--- config.mk ---
export PLATFORM = sky130hd
export DESIGN_NAME = buck_gate_ctrl
export DESIGN_NICKNAME = d
export VERILOG_FILES = /design/src/rtl/buck_gate_pkg.sv /design/src/rtl/buck_cycle_timer.sv /design/src/rtl/buck_phase_fsm.sv /design/src/rtl/buck_gate_out.sv /design/src/rtl/buck_gate_ctrl.sv
export SDC_FILE = /design/constraint.sdc
export NUM_CORES = 1
export LEC_CHECK = 0
export BUFFER_PORTS_ARGS = -buffer_cell sky130_fd_sc_hd__buf_2
export CAP_MARGIN = 20
export CORE_MARGIN = 2
export CORE_UTILIZATION = 53
export CTS_CLUSTER_DIAMETER = 200
export DETAILED_ROUTE_END_ITERATION = 16
export PLACE_DENSITY = 0.7
export SLEW_MARGIN = 20
export SYNTH_ARGS = -nofsm -noshare
export SYNTH_HDL_FRONTEND = slang
export SYNTH_SLANG_ARGS = --single-unit
--- constraint.sdc ---
create_clock -name clk -period 22.8 [get_ports clk]
set_clock_uncertainty 0.15 [all_clocks]
set_input_delay 2.28 -clock clk [delete_from_list [all_inputs] [get_ports clk]]
set_output_delay 2.28 -clock clk [all_outputs]
set_load 0.01 [all_outputs]
--- src/rtl/buck_gate_pkg.sv ---
package buck_gate_pkg;

  typedef enum logic [2:0] {
    PH_IDLE  = 3'd0,
    PH_HIGH  = 3'd1,
    PH_DEAD1 = 3'd2,
    PH_LOW   = 3'd3,
    PH_DEAD2 = 3'd4
  } phase_e;

  // Effective dead time: at least one clock so the gates never swap on one edge.
  function automatic int unsigned dead_eff(input int unsigned cfg);
    return (cfg == 0) ? 1 : cfg;
  endfunction

  // Room left for conduction once both dead intervals are removed.
  function automatic int unsigned conduct_room(input int unsigned period,
                                               input int unsigned dt);
    return (period > 2 * dt) ? (period - 2 * dt) : 0;
  endfunction

  // Fixed-frequency high-side length: duty fraction of period, clamped to room.
  function automatic int unsigned pwm_high_len(input int unsigned duty,
                                               input int unsigned period,
                                               input int unsigned dt,
                                               input int unsigned duty_w);
    int unsigned raw;
    int unsigned room;
    raw  = (duty * period) >> duty_w;
    room = conduct_room(period, dt);
    return (raw < room) ? raw : room;
  endfunction

  // Fixed-frequency low-side length: the remainder of the room.
  function automatic int unsigned pwm_low_len(input int unsigned period,
                                              input int unsigned dt,
                                              input int unsigned high);
    return conduct_room(period, dt) - high;
  endfunction

  // Skip-mode low-side limit when no reversal is seen.
  function automatic int unsigned skip_low_len(input int unsigned period);
    return (period == 0) ? 1 : period;
  endfunction

  // True when the elapsed count marks the final clock of a period.
  function automatic logic period_reached(input int unsigned elapsed,
                                          input int unsigned period);
    return (elapsed + 1) >= period;
  endfunction

endpackage

--- src/rtl/buck_cycle_timer.sv ---
module buck_cycle_timer
  import buck_gate_pkg::*;
#(
  parameter int PERIOD_W = 10
) (
  input  logic                clk,
  input  logic                rst,
  input  logic                skip_mode,
  input  logic                below_thr,
  input  logic [PERIOD_W-1:0] period_cfg,
  input  logic                in_idle,
  input  logic                last_end,
  output logic                start_now,
  output logic                cycle_strobe
);

  logic [PERIOD_W-1:0] elapsed_q;
  logic                start_ok;
  logic                strobe_q;

  always_comb begin
    if (skip_mode) begin
      start_ok = below_thr;
    end else begin
      start_ok = period_reached(32'(elapsed_q), 32'(period_cfg));
    end
  end

  assign start_now = start_ok && (in_idle || last_end);

  always_ff @(posedge clk) begin
    if (rst) begin
      elapsed_q <= '1;
    end else if (start_now) begin
      elapsed_q <= '0;
    end else if (elapsed_q != '1) begin
      elapsed_q <= elapsed_q + 1'b1;
    end
  end

  always_ff @(posedge clk) begin
    if (rst) begin
      strobe_q <= 1'b0;
    end else begin
      strobe_q <= start_now;
    end
  end

  assign cycle_strobe = strobe_q;

endmodule

--- src/rtl/buck_phase_fsm.sv ---
module buck_phase_fsm
  import buck_gate_pkg::*;
#(
  parameter int PERIOD_W = 10,
  parameter int DUTY_W   = 8,
  parameter int DT_W     = 6,
  parameter int MIN_ON   = 8
) (
  input  logic                clk,
  input  logic                rst,
  input  logic                start_now,
  input  logic                skip_mode,
  input  logic [PERIOD_W-1:0] period_cfg,
  input  logic [DUTY_W-1:0]   duty_cfg,
  input  logic [DT_W-1:0]     dead_cfg,
  input  logic                zero_cross,
  output phase_e              phase_q,
  output phase_e              phase_d,
  output logic                in_idle,
  output logic                last_end,
  output logic                low_cut
);

  localparam int CNT_W = (PERIOD_W > DT_W) ? PERIOD_W : DT_W;

  logic [CNT_W-1:0]    cnt_q, cnt_d;
  logic [DT_W-1:0]     dt_q;
  logic [PERIOD_W-1:0] low_len_q;
  logic                load_cfg;

  int unsigned dt_c;
  int unsigned high_c;
  int unsigned low_c;

  always_comb begin
    dt_c = dead_eff(32'(dead_cfg));
    if (skip_mode) begin
      high_c = MIN_ON;
      low_c  = skip_low_len(32'(period_cfg));
    end else begin
      high_c = pwm_high_len(32'(duty_cfg), 32'(period_cfg), dt_c, DUTY_W);
      low_c  = pwm_low_len(32'(period_cfg), dt_c, high_c);
    end
  end

  assign in_idle  = (phase_q == PH_IDLE);
  assign last_end = (phase_q == PH_DEAD2) && (cnt_q == '0);
  assign low_cut  = (phase_q == PH_LOW) && zero_cross;

  always_comb begin
    phase_d  = phase_q;
    cnt_d    = (cnt_q != '0) ? (cnt_q - 1'b1) : cnt_q;
    load_cfg = 1'b0;
    unique case (phase_q)
      PH_IDLE: begin
        if (start_now) begin
          load_cfg = 1'b1;
          if (high_c != 0) begin
            phase_d = PH_HIGH;
            cnt_d   = CNT_W'(high_c - 1);
          end else begin
            phase_d = PH_DEAD1;
            cnt_d   = CNT_W'(dt_c - 1);
          end
        end
      end
      PH_HIGH: begin
        if (cnt_q == '0) begin
          phase_d = PH_DEAD1;
          cnt_d   = CNT_W'(dt_q) - 1'b1;
        end
      end
      PH_DEAD1: begin
        if (cnt_q == '0) begin
          if (low_len_q != '0) begin
            phase_d = PH_LOW;
            cnt_d   = CNT_W'(low_len_q) - 1'b1;
          end else begin
            phase_d = PH_DEAD2;
            cnt_d   = CNT_W'(dt_q) - 1'b1;
          end
        end
      end
      PH_LOW: begin
        if (low_cut || (cnt_q == '0)) begin
          phase_d = PH_DEAD2;
          cnt_d   = CNT_W'(dt_q) - 1'b1;
        end
      end
      PH_DEAD2: begin
        if (cnt_q == '0) begin
          if (start_now) begin
            load_cfg = 1'b1;
            if (high_c != 0) begin
              phase_d = PH_HIGH;
              cnt_d   = CNT_W'(high_c - 1);
            end else begin
              phase_d = PH_DEAD1;
              cnt_d   = CNT_W'(dt_c - 1);
            end
          end else begin
            phase_d = PH_IDLE;
          end
        end
      end
      default: begin
        phase_d = PH_IDLE;
        cnt_d   = '0;
      end
    endcase
  end

  always_ff @(posedge clk) begin
    if (rst) begin
      phase_q   <= PH_IDLE;
      cnt_q     <= '0;
      dt_q      <= DT_W'(1);
      low_len_q <= '0;
    end else begin
      phase_q <= phase_d;
      cnt_q   <= cnt_d;
      if (load_cfg) begin
        dt_q      <= DT_W'(dt_c);
        low_len_q <= PERIOD_W'(low_c);
      end
    end
  end

endmodule

--- src/rtl/buck_gate_out.sv ---
module buck_gate_out
  import buck_gate_pkg::*;
(
  input  logic   clk,
  input  logic   rst,
  input  phase_e phase_d,
  output logic   hs_gate,
  output logic   ls_gate
);

  logic hs_q;
  logic ls_q;

  always_ff @(posedge clk) begin
    if (rst) begin
      hs_q <= 1'b0;
      ls_q <= 1'b0;
    end else begin
      hs_q <= (phase_d == PH_HIGH);
      ls_q <= (phase_d == PH_LOW);
    end
  end

  assign hs_gate = hs_q;
  assign ls_gate = ls_q;

endmodule

--- src/rtl/buck_gate_ctrl.sv ---
module buck_gate_ctrl
  import buck_gate_pkg::*;
#(
  parameter int PERIOD_W = 10,
  parameter int DUTY_W   = 8,
  parameter int DT_W     = 6,
  parameter int MIN_ON   = 8
) (
  input  logic                clk,
  input  logic                rst,
  input  logic                skip_mode,
  input  logic [PERIOD_W-1:0] period_cfg,
  input  logic [DUTY_W-1:0]   duty_cfg,
  input  logic [DT_W-1:0]     dead_cfg,
  input  logic                below_thr,
  input  logic                zero_cross,
  output logic                hs_gate,
  output logic                ls_gate,
  output logic                cycle_strobe
);

  phase_e phase_q;
  phase_e phase_d;
  logic   start_now;
  logic   in_idle;
  logic   last_end;
  logic   low_cut;

  buck_cycle_timer #(
    .PERIOD_W(PERIOD_W)
  ) timer_i (
    .clk         (clk),
    .rst         (rst),
    .skip_mode   (skip_mode),
    .below_thr   (below_thr),
    .period_cfg  (period_cfg),
    .in_idle     (in_idle),
    .last_end    (last_end),
    .start_now   (start_now),
    .cycle_strobe(cycle_strobe)
  );

  buck_phase_fsm #(
    .PERIOD_W(PERIOD_W),
    .DUTY_W  (DUTY_W),
    .DT_W    (DT_W),
    .MIN_ON  (MIN_ON)
  ) fsm_i (
    .clk       (clk),
    .rst       (rst),
    .start_now (start_now),
    .skip_mode (skip_mode),
    .period_cfg(period_cfg),
    .duty_cfg  (duty_cfg),
    .dead_cfg  (dead_cfg),
    .zero_cross(zero_cross),
    .phase_q   (phase_q),
    .phase_d   (phase_d),
    .in_idle   (in_idle),
    .last_end  (last_end),
    .low_cut   (low_cut)
  );

  buck_gate_out out_i (
    .clk    (clk),
    .rst    (rst),
    .phase_d(phase_d),
    .hs_gate(hs_gate),
    .ls_gate(ls_gate)
  );

endmodule

# Word-level counts from Yosys, hierarchy flattened
# Cells that the tools add are included.
[word_totals] register_bits=42 latchBits=0 ramBits=0 romBits=0 in_bits=29 output_inout_bits=3 wordCells=71 mem_count=0
[classes] add_sub_neg=9 multipliers=1 div_mod_pow=0 magnitude_cmp=3 eq_ne=7 shift=0 n_mux=30 n_bitwise=0 n_reduce_logical=13
[op_table] cell="$mux 10" n=12
[op_table] cell="$mux 32" n=3
[op_table] cell="$pmux 10 s5" n=1
[op_table] cell="$sub 10x1->10 const B" n=4
[op_table] cell="$ge 32x10->1" n=1
[op_table] cell="$gt 10x32->1" n=1
[op_table] cell="$lt 10x32->1" n=1
[op_table] cell="$reduce_bool 32->1" n=1
[op_table] cell="$sub 10x32->32" n=1
[op_table] cell="$logic_not 10->1" n=2
[op_table] cell="$reduce_bool 10->1" n=2
[op_table] cell="$mul 8x10->18" n=1
[op_table] cell="$mux 3" n=6
[op_table] cell="$pmux 3 s5" n=1
[op_table] cell="$add 10x1->11 const B" n=1
[op_table] cell="$add 10x1->10 const B" n=1
[op_table] cell="$ne 10x10->1 const B" n=1
[op_table] cell="$sub 10x10->10" n=1
[op_table] cell="$eq 3x2->1 const B" n=3
[op_table] cell="$sub 6x1->7 const B" n=1
[op_table] cell="$eq 3x1->1 const B" n=2
[op_table] cell="$logic_not 6->1" n=1
[op_table] cell="$mux 6" n=1
[op_table] cell="$mux 2" n=2
[op_table] cell="7 further kinds" n=12

# Logic depth before layout (Yosys ltp)
# Gate-level depths: netlist of the first run.
[depth] depth_word=13 depth_mapped=40 depth_no_buf=36

# Hierarchy
# A second synthesis of the first run with hierarchy kept.
[unflattened] hier_cells=976 area_unflattened_um2=7503.4
[modules_own_cells] mod="buck_phase_fsm" n_inst=1 cells_per_inst=872 area_per_inst_um2=6593.8 seq_area_each_um2=580.6
[modules_own_cells] mod="buck_cycle_timer" n_inst=1 cells_per_inst=100 area_per_inst_um2=842.1 seq_area_each_um2=220.2
[modules_own_cells] mod="buck_gate_out" n_inst=1 cells_per_inst=4 area_per_inst_um2=67.6 seq_area_each_um2=40.0

# Worst setup path before layout of the first run
# No wires, ideal clock.
[synth_timing] kind="input to register" from="input port period_cfg[7]" to="register fsm_i.low_len_q[9]" setup_time_ns=0.132 arrival_ns=9.518 required_time_ns=22.518 slack_ns=12.999 stages=37 n_path_buf=5 path_cell_list="buf_6 clkbuf_1 and2_1 fa_1 inv_1 fa_1 inv_1 fa_1 inv_1 fa_1 inv_1 ha_1 clkbuf_1 nand4_1 nor2_1 a311oi_1 or2_2 ha_1 a211oi_1 o21ai_0 o22a_1 o31ai_2 a21o_1 buf_6 buf_6 nor2_1 a21oi_1 ha_1 a21o_1 a21o_1 a21oi_1 o21bai_1 a31oi_1 o21ai_0 xnor2_1 o211ai_1 a21oi_1"
[synth_via] elab_chain_cells=6 word_cells_on_any_way=16 cone_classes="add/sub (2); mul (1); order compare (3); mux (8); reduce/logical (2)"
[synth_lines] element="start: declaration" line_no="buck_gate_ctrl.sv:12" text="input logic [PERIOD_W-1:0] period_cfg,"
[synth_lines] element="parallel branches: the longest is 6 deep, another holds $lt 10x32->1"
[synth_lines] element="end signal: assignment" line_no="buck_phase_fsm.sv:124" text="low_len_q <= PERIOD_W'(low_c);"
[synth_lines] element="end: declaration" line_no="buck_phase_fsm.sv:28" text="logic [PERIOD_W-1:0] low_len_q;"
# Several ways; the timed one is not identified.
# A chain may end at the register's enable or synchronous reset.

# Worst setup path after layout of the first run
[layout_timing] from="input port period_cfg[8]" to="register fsm_i.low_len_q[8]"
# The elaborated chain is that of the path after synthesis.

==> impl.org, run 1 <==
** Clocking
- Number of CTS-inserted buffers :: 5
- Hold-fix buffers at CTS :: 0
- Number of H-tree branching levels :: 2
- Register clock-pin slew on the reported worst setup and hold paths :: 0.06 ns
- The number of setup buffers added after CTS is 0.
- Clock tree from TritonCTS :: done
- Clock latency on the worst-skew pair, taken at its later pin, is 0.29 ns.
- The longest clock path from root to sink contains 2 buffers.
- Root buf cell :: clkbuf_16
- Once the clock tree was built, the resizer swapped 0 gates to a different size.
- The clock drives 42 sinks.

** Finish
- NumNets Final :: 1132
- Count of inserted antenna diode cells :: 0
- In the final layout, the share of cells above drive strength 1 is 7.14%.
- Syn-to-layout area delta :: 5.41%

** Timing
- Setup total negative slack on the finished layout was measured at 0 ns.
- Number of max-slew violations in the final report :: 0
- Time the final worst path needs with I/O delays and setup :: 10.45 ns
- Final critical-path share of the clock period :: 45.8%
- Worst hold slack :: 0.352 ns
- Setup repair after global routing left no endpoint under its margin.
- The final number of hold-violating endpoints is 0.
- At the pin with the least slew margin, the transition time is 1.01 ns.
- Setup violations remaining at the end of the flow were counted as 0.
- Headroom to the max-slew limit :: 32.9%
- Based on the critical path, the design can be clocked at up to 95.7 MHz.

** Floorplan
- Top-Level Pins :: 32
- Placeable core area :: 0.0138 mm²
- Die X-Extent :: 122 µm
- Die boundary height :: 122 µm
- The floorplan step defined a die boundary enclosing 0.0150 mm².
- The floorplan has 43 rows.
- Effective utilization at floorplan :: 53.9%

** Detailed routing
- Post-detailed-route via-to-cell ratio :: 6.08
- For this block, the routed nets add up to 21200 µm of wire.
- The first TritonRoute pass finished after 5 iterations.
- The detailed router finished its first iteration with 731 violations.
- Average detailed-routed wire length per instance :: 18.3 µm
- For this run, design rule violations remaining after detail routing come to 0.
- The detail route stage leaves a number of antenna-violating nets equal to 0.
- Vias after detailed routing :: 7058

** Synth
- Fraction of registers with async set or reset after synthesis :: 0%
- Share of Yosys cell area claimed by the top area cell type :: 13.2%
- The Yosys step of the flow raised 0 warnings.
- Synthesis produced 982 cells.
- Number of synthesized flops with an enable pin :: 0
- Seq/Total Area, Yosys :: 11.3%
- Sorting the synthesized cells by area gives the leading types as fa_1 13%, ha_1 13%, dfxtp_1 11%, and2_1 6.0%, inv_1 5.6%.
- Most instantiated flip-flop cell in the synthesis netlist :: dfxtp_1
- Post-synthesis instance area :: 0.00743 mm²
- Summed over all instances, the cell type with the most area after synthesis is fa_1.
- The synthesized design contains 42 register bits.
- Synthesized area divided by synthesized cell count :: 7.56 µm²
- The number of nets handed over by synthesis was 1135.
- Count of unique library cells instantiated by Yosys :: 85

** Worst setup path
- Data arrives at the worst endpoint at 10.46 ns.
- In this design, the stage delay of the slowest critical-path cell is 0.56 ns.
- In this run the worst path has a maximum fanout of 16.
- The worst setup path is launched from an input pin.
- Setup slack on the worst reg-to-reg path comes out at 18.78 ns.
- The slowest stage of the critical path belongs to the cell fa_1.
- STA puts the critical path data required time at 22.81 ns.
- Tracing the worst setup path back leads to its startpoint at period_cfg[8].
- Number of cells traversed by the worst register-to-register path :: 9
- The startpoint identified for the worst register-to-register timing path is fsm_i.cnt_q[0]$_SDFF_PP0_.
- Critical path endpoint category :: register
- Kind of critical path :: input pin to register
- Following the worst setup path forward leads to its endpoint at fsm_i.low_len_q[8]$_SDFFE_PP0P_.
- R2R Path End :: fsm_i.cnt_q[9]$_SDFF_PP0_

** Outcome
- Run status :: complete, no violations

** Global route
- First-pass GRT wire length :: 35500 µm
- Largest net degree at the start of global routing :: 35
- For this run the aggregate overflow at the end of global routing stands at 0.
- Total track usage :: 30.1%
- Vias in the first global route :: 6996
- Antenna violations before repair :: 0

** Worst hold path
- In this run the worst hold path is classified as register to register.

** Place
- Total of buffers placed on input and output ports :: 31
- The HPWL after detailed placement is 16800 µm.
- The congestion estimate from routability-driven global placement came to 0.937.

** Power and ir drop
- Summing internal, switching and leakage power gives 1.31 mW.
- IR drop worst, VDD :: 0.0000735 V
- In this run the static leakage power is 3.58 nW.
- Total power density per cell area :: 167 mW/mm²

** Run
- Max-capacitance violation count :: 0
## Yosys cell counts, types with 3 or more instances
library cell  instances
buf_1                 4
o22ai_1               4
clkbuf_1             31
o211ai_1              9
a211o_1               6
a21boi_0              3
nor2_1               76
nand3_1              20
or2_2                 3
a32oi_1               4
a211oi_1             21
buf_2                 4
or3_1                 7
o21bai_1              6
a31oi_1               9
and2_1               71
inv_1               110
dfxtp_1              42
mux2i_1              13
nand2b_1              6
o2111ai_1             3
fa_1                 49
nand2_1              87
xnor2_1              31
buf_6                 3
xor2_1               17
nor3_1               23
or4_1                 5
a31o_2                3
nor4_1                5
a311oi_1              6
ha_1                 75
and3_1               10
o21a_1                7
a21o_1               15
nand4_1               7
nor2b_1               8
o21ai_0              49
a21oi_1              63
o31ai_1               8
o41ai_1               3
nor3b_1               4
## layout by cell type (no fill, tap or decap), types with 6 or more instances in the layout
master and n:
a211o_1 6, a211oi_1 21, a21o_1 15, a21oi_1 63, a311oi_1 6, a31oi_1 9
and2_1 71, and3_1 10, buf_2 31, dfxtp_1 42, fa_1 49, ha_1 75
inv_1 110, mux2i_1 13, nand2_1 87, nand2b_1 6, nand3_1 20, nand4_1 7
nor2_1 76, nor2b_1 8, nor3_1 23, o211ai_1 9, o21a_1 7, o21ai_0 49
o21bai_1 6, o31ai_1 8, or3_1 7, xnor2_1 31, xor2_1 17
## worst max-delay path: cells and delay by family
kind / cells / cell delay [ns]
adders and majority gates: 7 / 3.18
AOI/OAI and AO/OA: 18 / 3.79
buffers and inverters: 3 / 0.43
xor gates and xnor gates: 1 / 0.15
and+or+nand+nor: 3 / 0.61
## worst min path at each step
stage | start | end | cells after the start
floorplan | fsm_i.dt_q[1]$_SDFFE_PP0P_ | fsm_i.dt_q[1]$_SDFFE_PP0P_ | 2
global placement | fsm_i.dt_q[2]$_SDFFE_PP0P_ | fsm_i.dt_q[2]$_SDFFE_PP0P_ | 2
detailed placement | fsm_i.dt_q[2]$_SDFFE_PP0P_ | fsm_i.dt_q[2]$_SDFFE_PP0P_ | 2
CTS | fsm_i.dt_q[2]$_SDFFE_PP0P_ | fsm_i.dt_q[2]$_SDFFE_PP0P_ | 2
global route | fsm_i.dt_q[2]$_SDFFE_PP0P_ | fsm_i.dt_q[2]$_SDFFE_PP0P_ | 2
finish | fsm_i.dt_q[2]$_SDFFE_PP0P_ | fsm_i.dt_q[2]$_SDFFE_PP0P_ | 2
## registers in the layout (all words and copies together) (netlist names)
register / cells
timer_i.cycle_strobe: 1
fsm_i.cnt_q: 10
out_i.hs_gate: 1
fsm_i.phase_q: 3
timer_i.elapsed_q: 10
fsm_i.dt_q: 6
out_i.ls_gate: 1
fsm_i.low_len_q: 10
## area by class of cell
class / instances / area [µm²]
fill: 1358 / 5950
clock buffer: 6 / 139
sequential: 42 / 841
timing repair buffer: 33 / 170
clock inverter: 2 / 60.1
tap: 180 / 225
multi-input combinational: 785 / 5970
inverter: 112 / 420
## where the power goes
group,switching (mW),total [mW],internal (mW)
registers,0.0351,0.137,0.102
logic,0.648,1.07,0.427
clock network,0.0304,0.0961,0.0658
total,0.713,1.31,0.595
## metrics by stage
stage	setup WS [ns]	instance area [µm²]	util, %	instances
5_1_grt	11.73	7830	56.8	1160
6_report	12.35	7830	56.8	1160
4_1_cts	12.40	7830	56.8	1160
2_1_floorplan	13.00	7430	-	982
3_5_place_dp	12.12	7630	55.4	1152
3_3_place_gp	12.34	7630	55.4	1152
## metal layers
layer,global-route usage [%],vias up,share of wire (%)
met4,14.2,0,5.0
li1,-,3404,-
met5,0,-,0
met3,2.74,82,4.9
met1,37.3,3287,41
met2,52.6,285,49
## cells by family (layout without fill, tap and decap cells)
kind of cell,Yosys count,count (layout),share of synthesized area [%]
buf+inv,155,153,8.26
compound gates,251,251,22.9
fa+ha+maj,124,124,25.8
simple gates,346,346,23.7
flops,42,42,11.3
xor+xnor,48,48,5.66
mux,16,16,2.27
Note: power is estimated with default switching activity, not from simulation.
==> run 2: changes to the inputs <==
- PLACE_DENSITY: 0.7 -> 0.73
- clock period: 22.8 -> 8.9 ns (I/O delays scaled with it)
==> run 2 against run 1 <==
First-iteration DRC count up 2.2%. Die area stayed put. Routed wire length decreased by 2.8%. Worst setup slack got worse by 12 ns. Combinational power grew to 2.6 times the previous value. Via count is 1.6% higher. Largest power group unchanged. Sequential share of layout area decreased by 0.14 points. Utilization is 0.74 points higher. Clock-buffer cell count unchanged. Non-clock buffer count rose by 15. Global-route usage decreased by 1.3 points. Critical path type unchanged. Final area increased by 1.3%.
==> impl.org, run 2 (same netlist as run 1, synthesis figures left out) <==
** Timing
- Count of final hold-check violations :: 0 (unchanged)
- Dividing the final minimum period by the clock period gives 93.8%.
- Total negative setup slack :: 0 ns (unchanged)
- Top achievable clock speed :: 120 MHz
- The final setup violation count was 0 (unchanged).
- Headroom to the max-slew limit :: 29.7% (-3.2 points)
- Time the final worst path needs with I/O delays and setup :: 8.35 ns
- The final hold slack was 0.323 ns (-0.0287 ns).
- The slack of the critical path is 0.555 ns (-11.79 ns).
- Number of max-slew violations in the final report :: 0 (unchanged)
- The actual transition at the worst max-transition pin is 1.06 ns (+0.0481 ns).

** Finish
- The proportion of layout cells with a drive suffix above 1 was 8.84% (+1.7 points).
- Area of all placed cells without fillers :: 0.00793 mm² (+1.3%)
- The final core utilization was 57.6% (+0.74 points).
- Final instance count without filler cells :: 1175 (+1.3%)
- NumNets Final :: 1147 (+1.3%)
- The library cell used most frequently in the layout, excluding fill and tap cells, is inv_1.
- Compared with the post-synthesis result, the final layout area differs by 6.77%.
- The top cell types in the final layout, fill and taps aside, are 110 x inv_1, 87 x nand2_1, 76 x nor2_1.
- The total inserted antenna cells came to 0 (unchanged).
- Biggest registers after layout :: fsm_i.cnt_q (10), fsm_i.low_len_q (10), timer_i.elapsed_q (10)

** Outcome
- Run status :: complete, no violations

** Worst setup path
- Cell mode on critical path :: fa_1
- Critical-path maximum fanout :: 8 (-8)
- The endpoint identified for the worst register-to-register timing path is fsm_i.cnt_q[2]$_SDFF_PP0_.
- Critical path endpoint category :: register
- The maximum single-stage delay on the critical path came to 0.55 ns (about the same).
- Cell with the biggest individual delay on the critical path :: fa_1
- The slack of the worst reg-to-reg path came to 5.00 ns (-13.78 ns).
- Required time of the critical path :: 8.91 ns (-13.90 ns)
- The depth of the worst register-to-register path is 9 (unchanged).
- The worst setup path is of the input pin to register kind.
- STA classifies the critical path startpoint as an input pin.
- The data arrival time of the critical path is 8.36 ns (-2.10 ns).
- In this run the critical register-to-register path is launched from fsm_i.cnt_q[0]$_SDFF_PP0_.

** Clocking
- Register clock-pin slew on the reported worst setup and hold paths :: 0.06 ns (about the same)
- The clock latency at the later pin of the worst-skew pair came to 0.29 ns (about the same).
- Max Buffers Root-to-Sink :: 2 (unchanged)
- The clock sink count is 42 (unchanged).
- Root buf cell :: clkbuf_16
- Hold-fix buffers at CTS :: 0 (unchanged)
- TritonCTS built the clock tree.
- The clock buffer count from CTS was 5 (unchanged).
- Number of H-tree branching levels :: 2 (unchanged)

** Floorplan
- The number of standard-cell rows in the floorplan was 43 (unchanged).
- The effective utilization at floorplan is 53.9% (unchanged).
- The die extent in y was 122 µm (unchanged).
- Die X-Extent :: 122 µm (unchanged)
- The I/O pin count was 32 (unchanged).
- Placeable core area :: 0.0138 mm² (unchanged)
- Total Die Area :: 0.0150 mm² (unchanged)

** Global route
- Antenna violations before repair :: 0 (unchanged)
- Vias in the first global route :: 6887 (-1.6%)
- The global-route congestion overflow total was 0 (unchanged).
- Largest net degree at the start of global routing :: 40 (+14%)
- Total track usage :: 28.8% (-1.3 points)
- The global-route wire length before repair came to 34100 µm (-4.0%).

** Worst hold path
- The worst hold path belongs to the class register to register.
- The path with the worst hold slack has its endpoint at fsm_i.dt_q[1]$_SDFFE_PP0P_.
- Startpoint of the lowest-slack hold path :: fsm_i.dt_q[1]$_SDFFE_PP0P_
- The count of cells along the worst hold path came to 2 (unchanged).

** Detailed routing
- The overall via count from detail_route is 7171 (+1.6%).
- The initial DRC count is 747 (+2.2%).
- Remaining DRCs :: 0 (unchanged)
- The first-pass iteration count of the detailed router was 6 (+1).
- Post-detailed-route via-to-cell ratio :: 6.10 (+0.30%)
- Number of nets with antenna violations after detailed routing :: 0 (unchanged)
- Total Routed Length :: 20700 µm (-2.8%)
- Average detailed-routed wire length per instance :: 17.6 µm (-4.0%)

** Power and ir drop
- The share of power burned in registers is 10.5% (about the same).
- The total design power is 3.34 mW (+160%).
- The part of the total power dissipated in combinational logic came to 83.2% (+1.0 points).
- Net switching power of the design :: 1.79 mW (+150%)
- Leakage component of the power :: 3.63 nW (+1.4%)
- The fraction of power consumed by the clock network came to 6.3% (-1.0 points).
- The internal power component came to 1.55 mW (+160%).
- IR drop worst, VDD :: 0.000191 V (+160%)
- The total power divided by cell area is 421 mW/mm² (+150%).
- Switching share of total power :: 53.6% (-0.98 points)

** Place
- Total of buffers placed on input and output ports :: 31 (unchanged)
- Placed cell count :: 1167 (+1.3%)
- The detailed-placement wirelength estimate came to 16600 µm (-1.2%).
- DP Worst Slack :: 0.0210 ns (-12.09 ns)
- The placed instance area is 0.00774 mm² (+1.5%).
- The routability-driven placement congestion ratio is 0.959 (+2.4%).

** Run
- Max-capacitance violation count :: 0 (unchanged)
## run 2: final cells by class
class                   count  area (µm²)
flip-flops and latches     42         841
fillers                  1339        5840
clock buffers               6         129
clock inverters             2        37.5
inverters                 112         420
repair buffers             48         285
well taps                 180         225
multi-input cells         785        5990
## run 2: power by group through the flow
stage          clock network [mW]  registers, mW  logic, mW
2_1_floorplan                   0          0.319       2.10
3_5_place_dp                    0          0.351       2.70
5_1_grt                     0.222          0.361       3.11
6_report                    0.211          0.351       2.78
4_1_cts                     0.212          0.348       2.72
3_3_place_gp                    0          0.349       2.69
## run 2: worst max-delay path by stage
stage	from	end	slack (ns)
after floorplan	period_cfg[7]	fsm_i.low_len_q[9]$_SDFFE_PP0P_	0.49
after global placement	duty_cfg[4]	fsm_i.low_len_q[9]$_SDFFE_PP0P_	0.17
after detailed placement	duty_cfg[4]	fsm_i.low_len_q[9]$_SDFFE_PP0P_	0.02
after CTS	duty_cfg[4]	fsm_i.low_len_q[9]$_SDFFE_PP0P_	0.32
after global routing	duty_cfg[4]	fsm_i.low_len_q[8]$_SDFFE_PP0P_	-0.02
final	period_cfg[5]	fsm_i.cnt_q[8]$_SDFF_PP0_	0.55
## run 2: what timing repair did
item	in CTS	in global routing
endpoints found under the setup margin	0	4
resized for setup	0	7
buffers inserted	0	0
## run 2: layer usage
metal,wire (µm),up-vias,global-route usage (%)
met5,0,-,0
met4,1050,0,13.6
met3,1050,82,2.65
met2,10000,286,51.1
met1,8550,3371,35.0
li1,-,3432,-
## run 2: critical path: cells and delay by family
| kind | cells | cell delay [ns] |
|---|---|---|
| XOR/XNOR | 1 | 0.25 |
| multiplexers | 1 | 0.24 |
| buffers and inverters | 5 | 0.55 |
| AND/OR/NAND/NOR | 5 | 0.96 |
| AO/OA/AOI/OAI | 11 | 2.52 |
| adder cells (fa/ha/maj) | 7 | 2.95 |
==> run 3: changes to the inputs <==
- CORE_MARGIN: 2 -> default
- SLEW_MARGIN: 20 -> default
==> run 3 against run 2 <==
Utilization rose by 1.2 points. Combinational power about the same. Fmax fell by 0.53%. Non-clock buffer count fell by 3. Global-route usage increased by 1.7 points. Total power rose by 0.13%. Clock-buffer cell count unchanged. Clock power is 9% lower. Via count rose by 0.36%. Routed wire length is 1.6% higher. Register-to-register slack lost 0.20 ns. Critical endpoint is now fsm_i.low_len_q[9]$_SDFFE_PP0P_.
==> impl.org, run 3 (same netlist as run 1, synthesis figures left out) <==
** Finish
- Compared with the post-synthesis result, the final layout area differs by 6.42%.
- Biggest registers after layout :: fsm_i.cnt_q (10), fsm_i.low_len_q (10), timer_i.elapsed_q (10)
- The layout net count was 1144 (-0.26%).
- The final instance area came to 0.00790 mm² (-0.33%).
- Layout cells sized above 1 :: 8.97% (+0.13 points)
- Leaving out fill and tap cells, the most frequent cell in the layout is inv_1.
- The top cell types in the final layout, fill and taps aside, are 110 x inv_1, 87 x nand2_1, 76 x nor2_1.
- Count of inserted antenna diode cells :: 0 (unchanged)

** Timing
- The final hold slack was 0.325 ns (+0.00121 ns).
- Transition time of the tightest slew-check pin :: 0.664 ns (-0.391 ns)
- Setup repair after global routing missed its margin :: no
- The count of final max-slew check failures came to 0 (unchanged).
- The slack of the critical path is 0.510 ns (-0.0444 ns).
- Final critical-path share of the clock period :: 94.3% (+0.50 points)
- The worst relative slew slack is 54.6% (+25 points).
- The final setup violation count is 0 (unchanged).
- Count of final hold-check violations :: 0 (unchanged)
- Time the final worst path needs with I/O delays and setup :: 8.39 ns (+0.0444 ns)
- The highest clock frequency the design can meet was 119 MHz (-0.53%).
- The post-route setup TNS came to 0 ns (unchanged).

** Detailed routing
- The routed wire length came to 21000 µm (+1.6%).
- Post-detailed-route via-to-cell ratio :: 6.16 (+0.96%)
- Number of nets with antenna violations after detailed routing :: 0 (unchanged)
- Remaining DRCs :: 0 (unchanged)
- The final routed wire length divided by cell count came to 18.0 µm (+2.3%).
- Vias after detailed routing :: 7197 (+0.36%)
- The initial DRC count came to 738 (-1.2%).
- Number of detailed-route iterations in the first pass :: 5 (-1)

** Clocking
- TritonCTS built the clock tree.
- The clock buffer count from CTS came to 5 (unchanged).
- Clock Sinks :: 42 (unchanged)
- Resize count post-CTS :: 0 (unchanged)
- The count of H-tree levels built during CTS came to 2 (unchanged).
- The root buffer cell chosen for the clock tree is clkbuf_16.
- The largest buffer count on any clock path came to 2 (unchanged).
- The clock-pin slew on the worst setup and hold paths is 0.06 ns (about the same).
- Hold-fix buffers at CTS :: 0 (unchanged)
- Clock Latency Late Sink :: 0.29 ns (about the same)
- The number of post-CTS setup repair buffers came to 0 (unchanged).

** Worst setup path
- The data arrival time of the critical path came to 8.39 ns (+0.03 ns).
- Kind of critical path :: input pin to register
- Crit path launch type :: input pin
- STA classifies the critical path endpoint as a register.
- The maximum single-stage delay on the critical path came to 0.55 ns (about the same).
- Internal reg-to-reg setup slack :: 4.80 ns (-0.20 ns)
- The slowest stage of the critical path is the fa_1 cell.
- Required time of the critical path :: 8.90 ns (about the same)
- Critical-path maximum fanout :: 12 (+4)

** Floorplan
- Top-Level Pins :: 32 (unchanged)
- The floorplan die area is 0.0145 mm² (-3.2%).
- Placeable core area :: 0.0135 mm² (-2.3%)
- Effective utilization at floorplan :: 55.2% (+1.3 points)
- The number of standard-cell rows in the floorplan came to 42 (-2.3%).
- The die extent in y came to 120 µm (-1.6%).
- The die width came to 120 µm (-1.6%).

** Power and ir drop
- IR drop worst, VDD :: 0.000184 V (-3.7%)
- The cell leakage power was 3.62 nW (-0.34%).
- Total power density per cell area :: 423 mW/mm² (+0.46%)

** Global route
- Vias in the first global route :: 6948 (+0.89%)
- Antenna violations before repair :: 1 (+1)
- Largest net degree at the start of global routing :: 35 (-13%)
- The global-route congestion overflow total came to 0 (unchanged).
- The total routing usage reported by global routing is 30.5% (+1.7 points).
- First-pass GRT wire length :: 35000 µm (+2.7%)

** Place
- Cell area after placement :: 0.00771 mm² (-0.36%)
- Last weighted congestion value of the routability-driven placer :: 0.916 (-4.5%)
- Total of buffers placed on input and output ports :: 31 (unchanged)
- The detailed-placement wirelength estimate is 16900 µm (+1.9%).
- The pre-CTS setup slack came to 0.0633 ns (+0.0422 ns).

** Run
- The number of max-cap violations came to 0 (unchanged).

** Worst hold path
- The worst hold path belongs to the class register to register.

** Outcome
- The run finished with clean final reports.
run 3: final cells by class:
cell class / instances / area, µm²
flip-flops and latches: 42 / 841
clock buffers: 6 / 139
fillers: 1338 / 5550
inverters: 112 / 420
multi-input cells: 785 / 6010
repair buffers: 45 / 260
well taps: 176 / 220
clock inverters: 2 / 12.5
run 3: metrics by stage:
stage | util, % | std cells | total power, mW
global route | 58.7 | 1168 | 3.68
floorplan | - | 982 | 2.42
CTS | 58.5 | 1168 | 3.28
global placement | 57.3 | 1160 | 3.03
detailed placement | 57.3 | 1160 | 3.07
finish | 58.7 | 1168 | 3.35
run 3: worst max-delay path, delay by kind of cell:
family          cells  cell delay, ns
xor+xnor            1            0.15
simple gates        4            0.70
buf+inv             5            0.58
compound gates     16            3.08
fa+ha+maj           7            2.98
run 3: power breakdown:
part           switching (mW)  internal (mW)  total (mW)
Clock                  0.0813          0.111       0.193
Combinational            1.65           1.15        2.80
Sequential             0.0885          0.262       0.350
run 3: final timing paths:
check | startpoint | end | cells past startpoint
worst max-delay path | period_cfg[2] | fsm_i.low_len_q[9]$_SDFFE_PP0P_ | 33
worst min-delay path | fsm_i.dt_q[1]$_SDFFE_PP0P_ | fsm_i.dt_q[1]$_SDFFE_PP0P_ | 2
worst max register to register | fsm_i.cnt_q[0]$_SDFF_PP0_ | fsm_i.cnt_q[9]$_SDFF_PP0_ | 10
worst min register to register | fsm_i.dt_q[1]$_SDFFE_PP0P_ | fsm_i.dt_q[1]$_SDFFE_PP0P_ | 2
run 3: per-layer routing:
metal	GRT usage [%]	up-vias	wire, µm
met5	0	-	0
met4	14.8	0	1010
met3	3.11	76	966
met2	54.1	267	10300
met1	36.6	3419	8690
li1	-	3435	-
